## src/rtl/wa_pkg.sv

```systemverilog
package wa_pkg;

   typedef enum logic [1:0] {
      ST_LOSS   = 2'd0,
      ST_HUNT   = 2'd1,
      ST_LOCKED = 2'd2
   } wa_state_e;

endpackage

```

## src/rtl/wa_sym_match.sv

```systemverilog
// Compares one symbol with the comma, optionally in both disparities.
module wa_sym_match #(
   parameter int SYM_W     = 10,
   parameter bit BOTH_DISP = 1'b1
) (
   input  logic [SYM_W-1:0] sym,
   input  logic [SYM_W-1:0] pat,
   output logic             match
);
   generate
      if (BOTH_DISP) begin : g_both
         assign match = (sym == pat) || (sym == ~pat);
      end else begin : g_single
         assign match = (sym == pat);
      end
   endgenerate
endmodule

```

## src/rtl/wa_sym_legal.sv

```systemverilog
// Symbol legality by ones count: within one of half the symbol width.
module wa_sym_legal #(
   parameter int SYM_W = 10
) (
   input  logic [SYM_W-1:0] sym,
   output logic             legal
);
   localparam int ONES_W = $clog2(SYM_W + 1);
   localparam logic [ONES_W-1:0] ONES_LO = ONES_W'(SYM_W / 2 - 1);
   localparam logic [ONES_W-1:0] ONES_HI = ONES_W'(SYM_W / 2 + 1);

   logic [ONES_W-1:0] ones;

   always_comb begin
      ones = '0;
      for (int i = 0; i < SYM_W; i++) begin
         ones = ones + ONES_W'(sym[i]);
      end
   end

   assign legal = (ones >= ONES_LO) && (ones <= ONES_HI);
endmodule

```

## src/rtl/wa_comma_search.sv

```systemverilog
// Scans every bit offset of the history for a comma; lowest offset wins.
module wa_comma_search #(
   parameter int DATA_W    = 20,
   parameter int SYM_W     = 10,
   parameter bit BOTH_DISP = 1'b1,
   parameter int OFF_W     = $clog2(DATA_W),
   parameter int SCAN_W    = DATA_W + SYM_W - 1
) (
   input  logic [SCAN_W-1:0] scan,
   input  logic [SYM_W-1:0]  pat,
   output logic              hit,
   output logic [OFF_W-1:0]  hit_off
);
   logic [DATA_W-1:0] hits;

   generate
      for (genvar k = 0; k < DATA_W; k++) begin : g_off
         wa_sym_match #(
            .SYM_W     (SYM_W),
            .BOTH_DISP (BOTH_DISP)
         ) u_match (
            .sym   (scan[k +: SYM_W]),
            .pat   (pat),
            .match (hits[k])
         );
      end
   endgenerate

   always_comb begin
      hit     = 1'b0;
      hit_off = '0;
      for (int k = DATA_W - 1; k >= 0; k--) begin
         if (hits[k]) begin
            hit     = 1'b1;
            hit_off = OFF_W'(k);
         end
      end
   end
endmodule

```

## src/rtl/wa_lane_pick.sv

```systemverilog
// Frames the word at the locked offset and classifies its symbols.
module wa_lane_pick #(
   parameter int DATA_W    = 20,
   parameter int SYM_W     = 10,
   parameter bit BOTH_DISP = 1'b1,
   parameter int OFF_W     = $clog2(DATA_W),
   parameter int PICK_W    = 2 * DATA_W - 1
) (
   input  logic [PICK_W-1:0] hist,
   input  logic [OFF_W-1:0]  off,
   input  logic [SYM_W-1:0]  pat,
   output logic [DATA_W-1:0] aligned,
   output logic              word_valid,
   output logic              word_comma
);
   localparam int LANES = DATA_W / SYM_W;

   logic [LANES-1:0] lane_legal;
   logic [LANES-1:0] lane_comma;

   assign aligned = hist[off +: DATA_W];

   generate
      for (genvar l = 0; l < LANES; l++) begin : g_lane
         wa_sym_legal #(
            .SYM_W (SYM_W)
         ) u_legal (
            .sym   (aligned[l*SYM_W +: SYM_W]),
            .legal (lane_legal[l])
         );
         wa_sym_match #(
            .SYM_W     (SYM_W),
            .BOTH_DISP (BOTH_DISP)
         ) u_match (
            .sym   (aligned[l*SYM_W +: SYM_W]),
            .pat   (pat),
            .match (lane_comma[l])
         );
      end
   endgenerate

   assign word_valid = &lane_legal;
   assign word_comma = |lane_comma;
endmodule

```

## src/rtl/wa_sync_fsm.sv

```systemverilog
// Loss / hunt / locked machine with acquire, lose and forgive thresholds.
module wa_sync_fsm
   import wa_pkg::*;
#(
   parameter int OFF_W = 5,
   parameter int CNT_W = 4
) (
   input  logic             clk,
   input  logic             rst_n,
   input  logic             realign,
   input  logic             hit,
   input  logic [OFF_W-1:0] hit_off,
   input  logic             word_valid,
   input  logic             word_comma,
   input  logic [CNT_W-1:0] acq_thr,
   input  logic [CNT_W-1:0] lose_thr,
   input  logic [CNT_W-1:0] fgv_thr,
   output wa_state_e        state_q,
   output logic [OFF_W-1:0] lock_off,
   output logic [CNT_W-1:0] err_cnt
);
   localparam int CW1 = CNT_W + 1;

   wa_state_e        state_d;
   logic [OFF_W-1:0] off_d;
   logic [CNT_W-1:0] pcnt, pcnt_d, err_d, vcnt, vcnt_d;
   logic [CW1-1:0]   acq_e, lose_e, fgv_e;
   logic [CW1-1:0]   pcnt_inc, err_inc, vcnt_inc;

   function automatic logic [CW1-1:0] at_least_one(input logic [CNT_W-1:0] t);
      return (t == '0) ? CW1'(1) : {1'b0, t};
   endfunction

   assign acq_e    = at_least_one(acq_thr);
   assign lose_e   = at_least_one(lose_thr);
   assign fgv_e    = at_least_one(fgv_thr);
   assign pcnt_inc = {1'b0, pcnt} + CW1'(1);
   assign err_inc  = {1'b0, err_cnt} + CW1'(1);
   assign vcnt_inc = {1'b0, vcnt} + CW1'(1);

   always_comb begin
      state_d = state_q;
      off_d   = lock_off;
      pcnt_d  = pcnt;
      err_d   = err_cnt;
      vcnt_d  = vcnt;
      if (realign) begin
         state_d = ST_LOSS;
         pcnt_d  = '0;
         err_d   = '0;
         vcnt_d  = '0;
      end else begin
         case (state_q)
            ST_LOSS: begin
               if (hit) begin
                  off_d   = hit_off;
                  pcnt_d  = CNT_W'(1);
                  err_d   = '0;
                  vcnt_d  = '0;
                  state_d = (acq_e <= CW1'(1)) ? ST_LOCKED : ST_HUNT;
               end
            end
            ST_HUNT: begin
               if (!word_valid) begin
                  state_d = ST_LOSS;
                  pcnt_d  = '0;
               end else if (word_comma) begin
                  pcnt_d = pcnt_inc[CNT_W-1:0];
                  if (pcnt_inc >= acq_e) begin
                     state_d = ST_LOCKED;
                  end
               end
            end
            ST_LOCKED: begin
               if (!word_valid) begin
                  vcnt_d = '0;
                  if (err_inc >= lose_e) begin
                     state_d = ST_LOSS;
                     err_d   = '0;
                     pcnt_d  = '0;
                  end else begin
                     err_d = err_inc[CNT_W-1:0];
                  end
               end else if (vcnt_inc >= fgv_e) begin
                  vcnt_d = '0;
                  if (err_cnt != '0) begin
                     err_d = err_cnt - CNT_W'(1);
                  end
               end else begin
                  vcnt_d = vcnt_inc[CNT_W-1:0];
               end
            end
            default: state_d = ST_LOSS;
         endcase
      end
   end

   always_ff @(posedge clk or negedge rst_n) begin
      if (!rst_n) begin
         state_q  <= ST_LOSS;
         lock_off <= '0;
         pcnt     <= '0;
         err_cnt  <= '0;
         vcnt     <= '0;
      end else begin
         state_q  <= state_d;
         lock_off <= off_d;
         pcnt     <= pcnt_d;
         err_cnt  <= err_d;
         vcnt     <= vcnt_d;
      end
   end
endmodule

```

## src/rtl/wa_word_aligner.sv

```systemverilog
// Top: history register, comma scan, framing and synchronization machine.
module wa_word_aligner
   import wa_pkg::*;
#(
   parameter int DATA_W    = 20,
   parameter int SYM_W     = 10,
   parameter int CNT_W     = 4,
   parameter bit BOTH_DISP = 1'b1
) (
   input  logic              clk,
   input  logic              rst_n,
   input  logic [DATA_W-1:0] din,
   input  logic [SYM_W-1:0]  comma_pat,
   input  logic [CNT_W-1:0]  acq_thr,
   input  logic [CNT_W-1:0]  lose_thr,
   input  logic [CNT_W-1:0]  fgv_thr,
   input  logic              realign,
   output logic [DATA_W-1:0] dout,
   output logic              pat_det,
   output logic              sync_ok
);
   localparam int OFF_W  = $clog2(DATA_W);
   localparam int HIST_W = 2 * DATA_W;
   localparam int SCAN_W = DATA_W + SYM_W - 1;
   localparam int PICK_W = HIST_W - 1;

   generate
      if ((DATA_W % SYM_W) != 0 || (DATA_W / SYM_W) < 2) begin : g_bad_width
         $error("DATA_W must hold two or more whole symbols");
      end
      if (CNT_W < 1) begin : g_bad_cnt
         $error("CNT_W must be at least 1");
      end
   endgenerate

   logic [DATA_W-1:0] prev_q;
   logic [HIST_W-1:0] hist;
   logic              hit;
   logic [OFF_W-1:0]  hit_off;
   logic [DATA_W-1:0] aligned;
   logic              word_valid;
   logic              word_comma;
   wa_state_e         state_q;
   logic [OFF_W-1:0]  lock_off;
   logic [CNT_W-1:0]  err_cnt;

   assign hist = {din, prev_q};

   wa_comma_search #(
      .DATA_W    (DATA_W),
      .SYM_W     (SYM_W),
      .BOTH_DISP (BOTH_DISP),
      .OFF_W     (OFF_W),
      .SCAN_W    (SCAN_W)
   ) u_search (
      .scan    (hist[SCAN_W-1:0]),
      .pat     (comma_pat),
      .hit     (hit),
      .hit_off (hit_off)
   );

   wa_lane_pick #(
      .DATA_W    (DATA_W),
      .SYM_W     (SYM_W),
      .BOTH_DISP (BOTH_DISP),
      .OFF_W     (OFF_W),
      .PICK_W    (PICK_W)
   ) u_pick (
      .hist       (hist[PICK_W-1:0]),
      .off        (lock_off),
      .pat        (comma_pat),
      .aligned    (aligned),
      .word_valid (word_valid),
      .word_comma (word_comma)
   );

   wa_sync_fsm #(
      .OFF_W (OFF_W),
      .CNT_W (CNT_W)
   ) u_fsm (
      .clk        (clk),
      .rst_n      (rst_n),
      .realign    (realign),
      .hit        (hit),
      .hit_off    (hit_off),
      .word_valid (word_valid),
      .word_comma (word_comma),
      .acq_thr    (acq_thr),
      .lose_thr   (lose_thr),
      .fgv_thr    (fgv_thr),
      .state_q    (state_q),
      .lock_off   (lock_off),
      .err_cnt    (err_cnt)
   );

   always_ff @(posedge clk or negedge rst_n) begin
      if (!rst_n) begin
         prev_q  <= '0;
         dout    <= '0;
         pat_det <= 1'b0;
      end else begin
         prev_q  <= din;
         dout    <= aligned;
         pat_det <= word_comma;
      end
   end

   assign sync_ok = (state_q == ST_LOCKED);
endmodule

```

## config.mk

```make
export PLATFORM = sky130hd
export DESIGN_NAME = wa_word_aligner
export DESIGN_NICKNAME = d
export VERILOG_FILES = /design/src/rtl/wa_pkg.sv /design/src/rtl/wa_sym_match.sv /design/src/rtl/wa_sym_legal.sv /design/src/rtl/wa_comma_search.sv /design/src/rtl/wa_lane_pick.sv /design/src/rtl/wa_sync_fsm.sv /design/src/rtl/wa_word_aligner.sv
export SDC_FILE = /design/constraint.sdc
export NUM_CORES = 1
export LEC_CHECK = 0
export ABC_AREA = 1
export CORE_MARGIN = 2
export CORE_UTILIZATION = 25
export CTS_BUF_LIST = sky130_fd_sc_hd__clkbuf_4
export DETAILED_ROUTE_END_ITERATION = 10
export PLACE_DENSITY = 0.42
export SYNTH_ARGS = -nofsm -noshare
export SYNTH_HDL_FRONTEND = slang
export SYNTH_SLANG_ARGS = --single-unit
```

## constraint.sdc

```tcl
create_clock -name clk -period 7.6 [get_ports clk]
set_input_delay 1.14 -clock clk [delete_from_list [all_inputs] [get_ports clk]]
set_output_delay 1.14 -clock clk [all_outputs]
set_load 0.05 [all_outputs]
```

==> results of run 1 <==
-- cells by family after synthesis --
| group | count (synthesis) | synth area share |
|---|---|---|
| and+or+nand+nor | 718 | 0.346 |
| xor gates and xnor gates | 205 | 0.201 |
| adders and majority gates | 36 | 0.0597 |
| DFF | 60 | 0.166 |
| AOI/OAI and AO/OA | 136 | 0.0977 |
| muxes | 8 | 0.00885 |
| buffers and inverters | 226 | 0.121 |
-- report_power, final --
part / total, µW / internal [µW] / switching [µW]
sequential: 495 / 402 / 92.7
combinational: 3160 / 1190 / 1980
clock: 204 / 64.4 / 140
total: 3860 / 1650 / 2210
-- per-layer routing --
layer | vias to the layer above | track usage
li1 | 4465 | -
met1 | 4149 | 0.222
met2 | 149 | 0.301
met3 | 28 | 0.0186
met4 | 0 | 0.0373
met5 | - | 0
-- per-stage QoR --
stage / hold slack [ns] / setup WS, ns
finish: 0.514 / 1.13
detailed placement: 0.495 / 0.588
global placement: 0.495 / 0.650
global route: 0.556 / 0.609
CTS: 0.522 / 1.11
floorplan: 0.466 / 1.86
-- layout by cell type (no fill, tap or decap), drive strengths merged, types with 3 or more instances in the layout --
| cell | Yosys | layout |
|---|---|---|
| nand2 | 431 | 431 |
| inv | 141 | 141 |
| xor2 | 134 | 134 |
| nor2 | 99 | 99 |
| o21ai | 87 | 87 |
| nand3 | 84 | 84 |
| xnor2 | 71 | 71 |
| clkdlybuf4s50 | 0 | 65 |
| dfrtp | 60 | 60 |
| nand4 | 43 | 43 |
| buf | 77 | 28 |
| nor4 | 27 | 27 |
| ha | 24 | 24 |
| nor3 | 17 | 17 |
| o211ai | 16 | 16 |
| fa | 12 | 12 |
| clkbuf | 7 | 9 |
| mux2i | 8 | 8 |
| and2 | 7 | 7 |
| a31oi | 7 | 7 |
| or2 | 7 | 7 |
| a21oi | 6 | 6 |
| clkinv | 1 | 5 |
| o21a | 3 | 3 |
| a31o | 3 | 3 |
| clkinvlp | 0 | 3 |
-- flip-flops by register name, summed over array words and instances (netlist names) --
name	cells
dout	20
pat_det	1
prev_q	20
u_fsm.err_cnt	4
u_fsm.lock_off	5
u_fsm.pcnt	4
u_fsm.state_q	2
u_fsm.vcnt	4
-- critical path, delay by kind of cell --
family	cells	cell delay, ns
buffers and inverters	7	1.16
adder cells (fa/ha/maj)	5	2.08
AND/OR/NAND/NOR	11	1.20
AO/OA/AOI/OAI	7	1.24
-- worst paths after layout --
kind                            slack (ns)                end         startpoint  cells after the start
min in group asynchronous             0.82           dout[12]              rst_n                      2
worst min-delay path                  0.51      u_fsm.pcnt[1]      u_fsm.pcnt[1]                      2
worst max register to register        1.39   u_fsm.err_cnt[0]  u_fsm.lock_off[1]                     28
max in group asynchronous             6.17  u_fsm.lock_off[0]              rst_n                      2
worst min register to register        0.51      u_fsm.pcnt[1]      u_fsm.pcnt[1]                      2
worst max-delay path                  1.13   u_fsm.err_cnt[0]             din[7]                     30
-- area by class of cell --
class | instances | area share
multi-input combinational | 1103 | 0.643
sequential | 60 | 0.150
timing repair buffer | 93 | 0.0855
tap | 461 | 0.0575
inverter | 142 | 0.0531
clock buffer | 9 | 0.00673
clock inverter | 7 | 0.00436
antenna | 1 | 0.000249
==> impl_metrics.toml, run 1 <==
[global_route]
antenna_found_initial = 1
grt_pass1_wl_mm = 50.3
grt_start_max_net_pins = 61
grt_pass1_vias = 8696
grt_usage = 0.170
overflow = 0

[detailed_routing]
wl_per_cell_um = 17.0
highest_layer = "met4"
drt-pass1-iter-count = 5
detail-route-antenna-nets = 0
viasPerCell = 4.69
drt_iter0_drc = 516
remaining_drc_errors = 0
wl_met3_mm = 1.03
wl_met1_mm = 14.7
vias = 8791
wl_met2_mm = 15.7
totalWireLength_mm = 31.9

[sta]
setup_viol = 0
setup_tns_ns = 0
layout_min_cycle_time_ns = 6.47
drv_slew = 0
hold_violations = 0
worst-slew-pin-transition_ns = 1.24
slew_headroom = 0.168
min_period_over_period = 0.851
rsz0062_at_grt = "no"
fin_worst_skew_ns = 0.0280
max_freq_ghz = 0.155

[logic_synthesis]
netlist_area_um2 = 9050
synth_most_common_cell = "nand2_1"
syn-num-nets = 1470
synth_edf_count = 0
synthTopCellsByArea = "nand2_1 (17%), dfrtp_1 (17%), xor2_1 (13%), xnor2_1 (6.9%), inv_1 (5.4%)"
ys_types = 59
postSynthAreaPerCell_um2 = 6.52
yosys.area.top_type = "nand2_1"
syn_inst = 1389
yosys-top-cells-count = "nand2_1 (418), xor2_1 (131), inv_1 (129), nor2_1 (97), nand3_1 (78)"
synth_top_area_frac = 0.173
ys_seq_elements = 60
yosysWarnings = 0
async_reset_ff_frac = 1.00
ys_dominant_reg_cell = "dfrtp_1"
synth_seq_area_share = 0.166

[power]
ir_drop_v = 0.000570
cellPowerDensity_nw_per_um2 = 385
p_total_uw = 3860
p_leak_uw = 0.00476

[clock_tree]
cts_tree = "done"
cts.sinks = 60
cts_hold_buffers = 0
cts.path.max_buffers = 2
numCtsBuffers = 9
cts_root_buffer = "clkbuf_4"
post_cts_resized = 0
cts_setup_buffers = 0
clock_latency_ns = 0.47
htreeDepth = 3
clk_pin_slew_ns = 0.13

[floorplanning]
io_pins = 67
initial_utilization = 0.254
coreArea_um2 = 35600
die_area_um2 = 37700
die_w_um = 194
rows = 69
die_height_um = 194

[placement]
gp_congestion = 0.860
place_area_um2 = 9920
dp_cells = 1859
dp.final_hpwl_mm = 23.7
port_buffers = 66

[worst_setup_path]
critPathRequiredTime_ns = 7.96
cp.arrival_ns = 6.83
cp_common_cell = "nand2_1"
start_kind = "primary input"
worst_path_max_delay_cell = "clkdlybuf4s50_1"
max_stage_delay_ns = 0.59
worstPathMaxFanout = 6
setup.worst_path.end_class = "register"
path_class = "primary input to register"

[final_layout]
multi_input_area_um2 = 6450
drive_gt1_frac = 0.0757
design_area_um2 = 10000
final_core_util = 0.282
fillers = 4034
final_cells = 1876
seq_area_um2 = 1500
area_delta_synth_final_pct = 10.9
fin_nets = 1490

[worst_hold_path]
holdCritPathClass = "register to register"

[status]
status = "complete, no violations"

[run]
maxCapViolCount = 0
No activity file was read; power rests on OpenSTA's default activity.
==> run 2: changes to the inputs <==
Settings changed: CTS_BUF_LIST sky130_fd_sc_hd__clkbuf_4 to sky130_fd_sc_hd__clkbuf_2.
==> impl_metrics.toml, run 2 (synthesis results as in run 1) <==
[status]
status = "complete, no violations"

[final_layout]
top_regs = "dout x20, prev_q x20, u_fsm.lock_off x5"
final_cells = 1876
fin_nets = 1490
fillers = 4035
area_delta_synth_final_pct = 10.7
final_cell_mix = "nand2_1 (418), xor2_1 (131), inv_1 (129)"
mostFrequentLayoutCell = "nand2_1"
drive_gt1_frac = 0.0757

[worst_setup_path]
cp_common_cell = "nand2_1"
reg2reg_slack_ns = 1.39
path_class = "primary input to register"
worstPathMaxFanout = 6
setup.worst_path.end_class = "register"
critPathRequiredTime_ns = 8.10
max_stage_delay_ns = 0.60
timing.rr.start = "u_fsm.lock_off[1]"
cp.arrival_ns = 6.87
rr_worst_depth = 28
start_kind = "primary input"
startpoint = "din[7]"
worst_path_max_delay_cell = "clkdlybuf4s50_1"
worstReg2RegEnd = "u_fsm.err_cnt[0]"

[power]
cellPowerDensity_nw_per_um2 = 383
ir_drop_v = 0.000569
p_leak_uw = 0.00475

[run]
maxCapViolCount = 0

[clock_tree]
clock_latency_ns = 0.60
cts_hold_buffers = 0
cts.path.max_buffers = 2
cts_tree = "done"
cts_root_buffer = "clkbuf_2"
cts_setup_buffers = 0
clk_pin_slew_ns = 0.21
cts.sinks = 60
post_cts_resized = 0
htreeDepth = 3
numCtsBuffers = 9

[sta]
max_freq_ghz = 0.157
rsz0062_at_grt = "no"
fin_worst_skew_ns = 0.0531
hold_violations = 0
setup_viol = 0
layout_min_cycle_time_ns = 6.37
worst-slew-pin-transition_ns = 1.22
slew_headroom = 0.187
min_period_over_period = 0.838
holdWs_ns = 0.529
drv_slew = 0
setup_tns_ns = 0

[detailed_routing]
detail-route-antenna-nets = 0
vias = 8778
remaining_drc_errors = 0
totalWireLength_mm = 31.8
viasPerCell = 4.68
drt-pass1-iter-count = 5
drt_iter0_drc = 483
wl_per_cell_um = 16.9

[worst_hold_path]
hold_start = "u_fsm.pcnt[1]"
whs_endpoint = "u_fsm.pcnt[1]"
holdPathStages = 2
holdCritPathClass = "register to register"

[floorplanning]
initial_utilization = 0.254
die_area_um2 = 37700
die_height_um = 194
die_w_um = 194
io_pins = 67
coreArea_um2 = 35600
rows = 69

[global_route]
grt_pass1_vias = 8688
overflow = 0
grt_pass1_wl_mm = 50.3
grt_start_max_net_pins = 61
antenna_found_initial = 1
grt_usage = 0.170

[placement]
gp_congestion = 0.860
port_buffers = 66
dp_cells = 1859
dp.final_hpwl_mm = 23.7
==> run 2: cell types whose count changed in the layout (fill, tap and decap cells not counted) <==
cell / delta
clkbuf_4: -9
clkbuf_2: +9
==> run 2: power by group <==
group | leakage [µW] | switching, µW | total [µW] | internal, µW
registers | 0.000739 | 93.5 | 495 | 402
logic | 0.00396 | 1980 | 3160 | 1190
clock network | 0.0000490 | 141 | 182 | 40.2
total | 0.00475 | 2210 | 3840 | 1630
==> run 2: per-layer routing <==
layer,vias to the layer above,wire length [µm],global-route usage
met1,4156,14700,0.222
met3,25,897,0.0186
li1,4467,-,-
met2,130,15700,0.301
met5,-,0,0
met4,0,475,0.0356
==> run 2: worst max path at each step <==
stage | endpoint | slack, ns
6_report | u_fsm.err_cnt[0] | 1.23
5_1_grt | u_fsm.err_cnt[1] | 0.75
4_1_cts | u_fsm.err_cnt[0] | 1.27
3_5_place_dp | u_fsm.err_cnt[0] | 0.59
3_3_place_gp | u_fsm.err_cnt[0] | 0.65
2_1_floorplan | u_fsm.err_cnt[0] | 1.86
==> run 2: cell type report <==
class                   count  area, µm²  area share
well taps                 461        577      0.0576
inverters                 142        533      0.0532
repair buffers             93        858      0.0857
clock buffers               9       45.0     0.00450
multi-input cells        1103       6450       0.644
clock inverters             7       43.8     0.00437
diodes                      1       2.50    0.000250
flip-flops and latches     60       1500       0.150
==> run 2: metrics by stage <==
stage	power [µW]	util	instance area, µm²	setup slack, ns
5_1_grt	4340	0.282	10000	0.750
4_1_cts	3870	0.281	10000	1.27
3_5_place_dp	3670	0.279	9920	0.588
6_report	3840	0.282	10000	1.23
2_1_floorplan	2910	-	9050	1.86
3_3_place_gp	3650	0.279	9920	0.650
==> run 2: critical path, delay by kind of cell <==
kind	cells	cell delay [ns]
fa+ha+maj	5	2.08
compound gates	7	1.28
simple gates	11	1.20
buf+inv	7	1.16
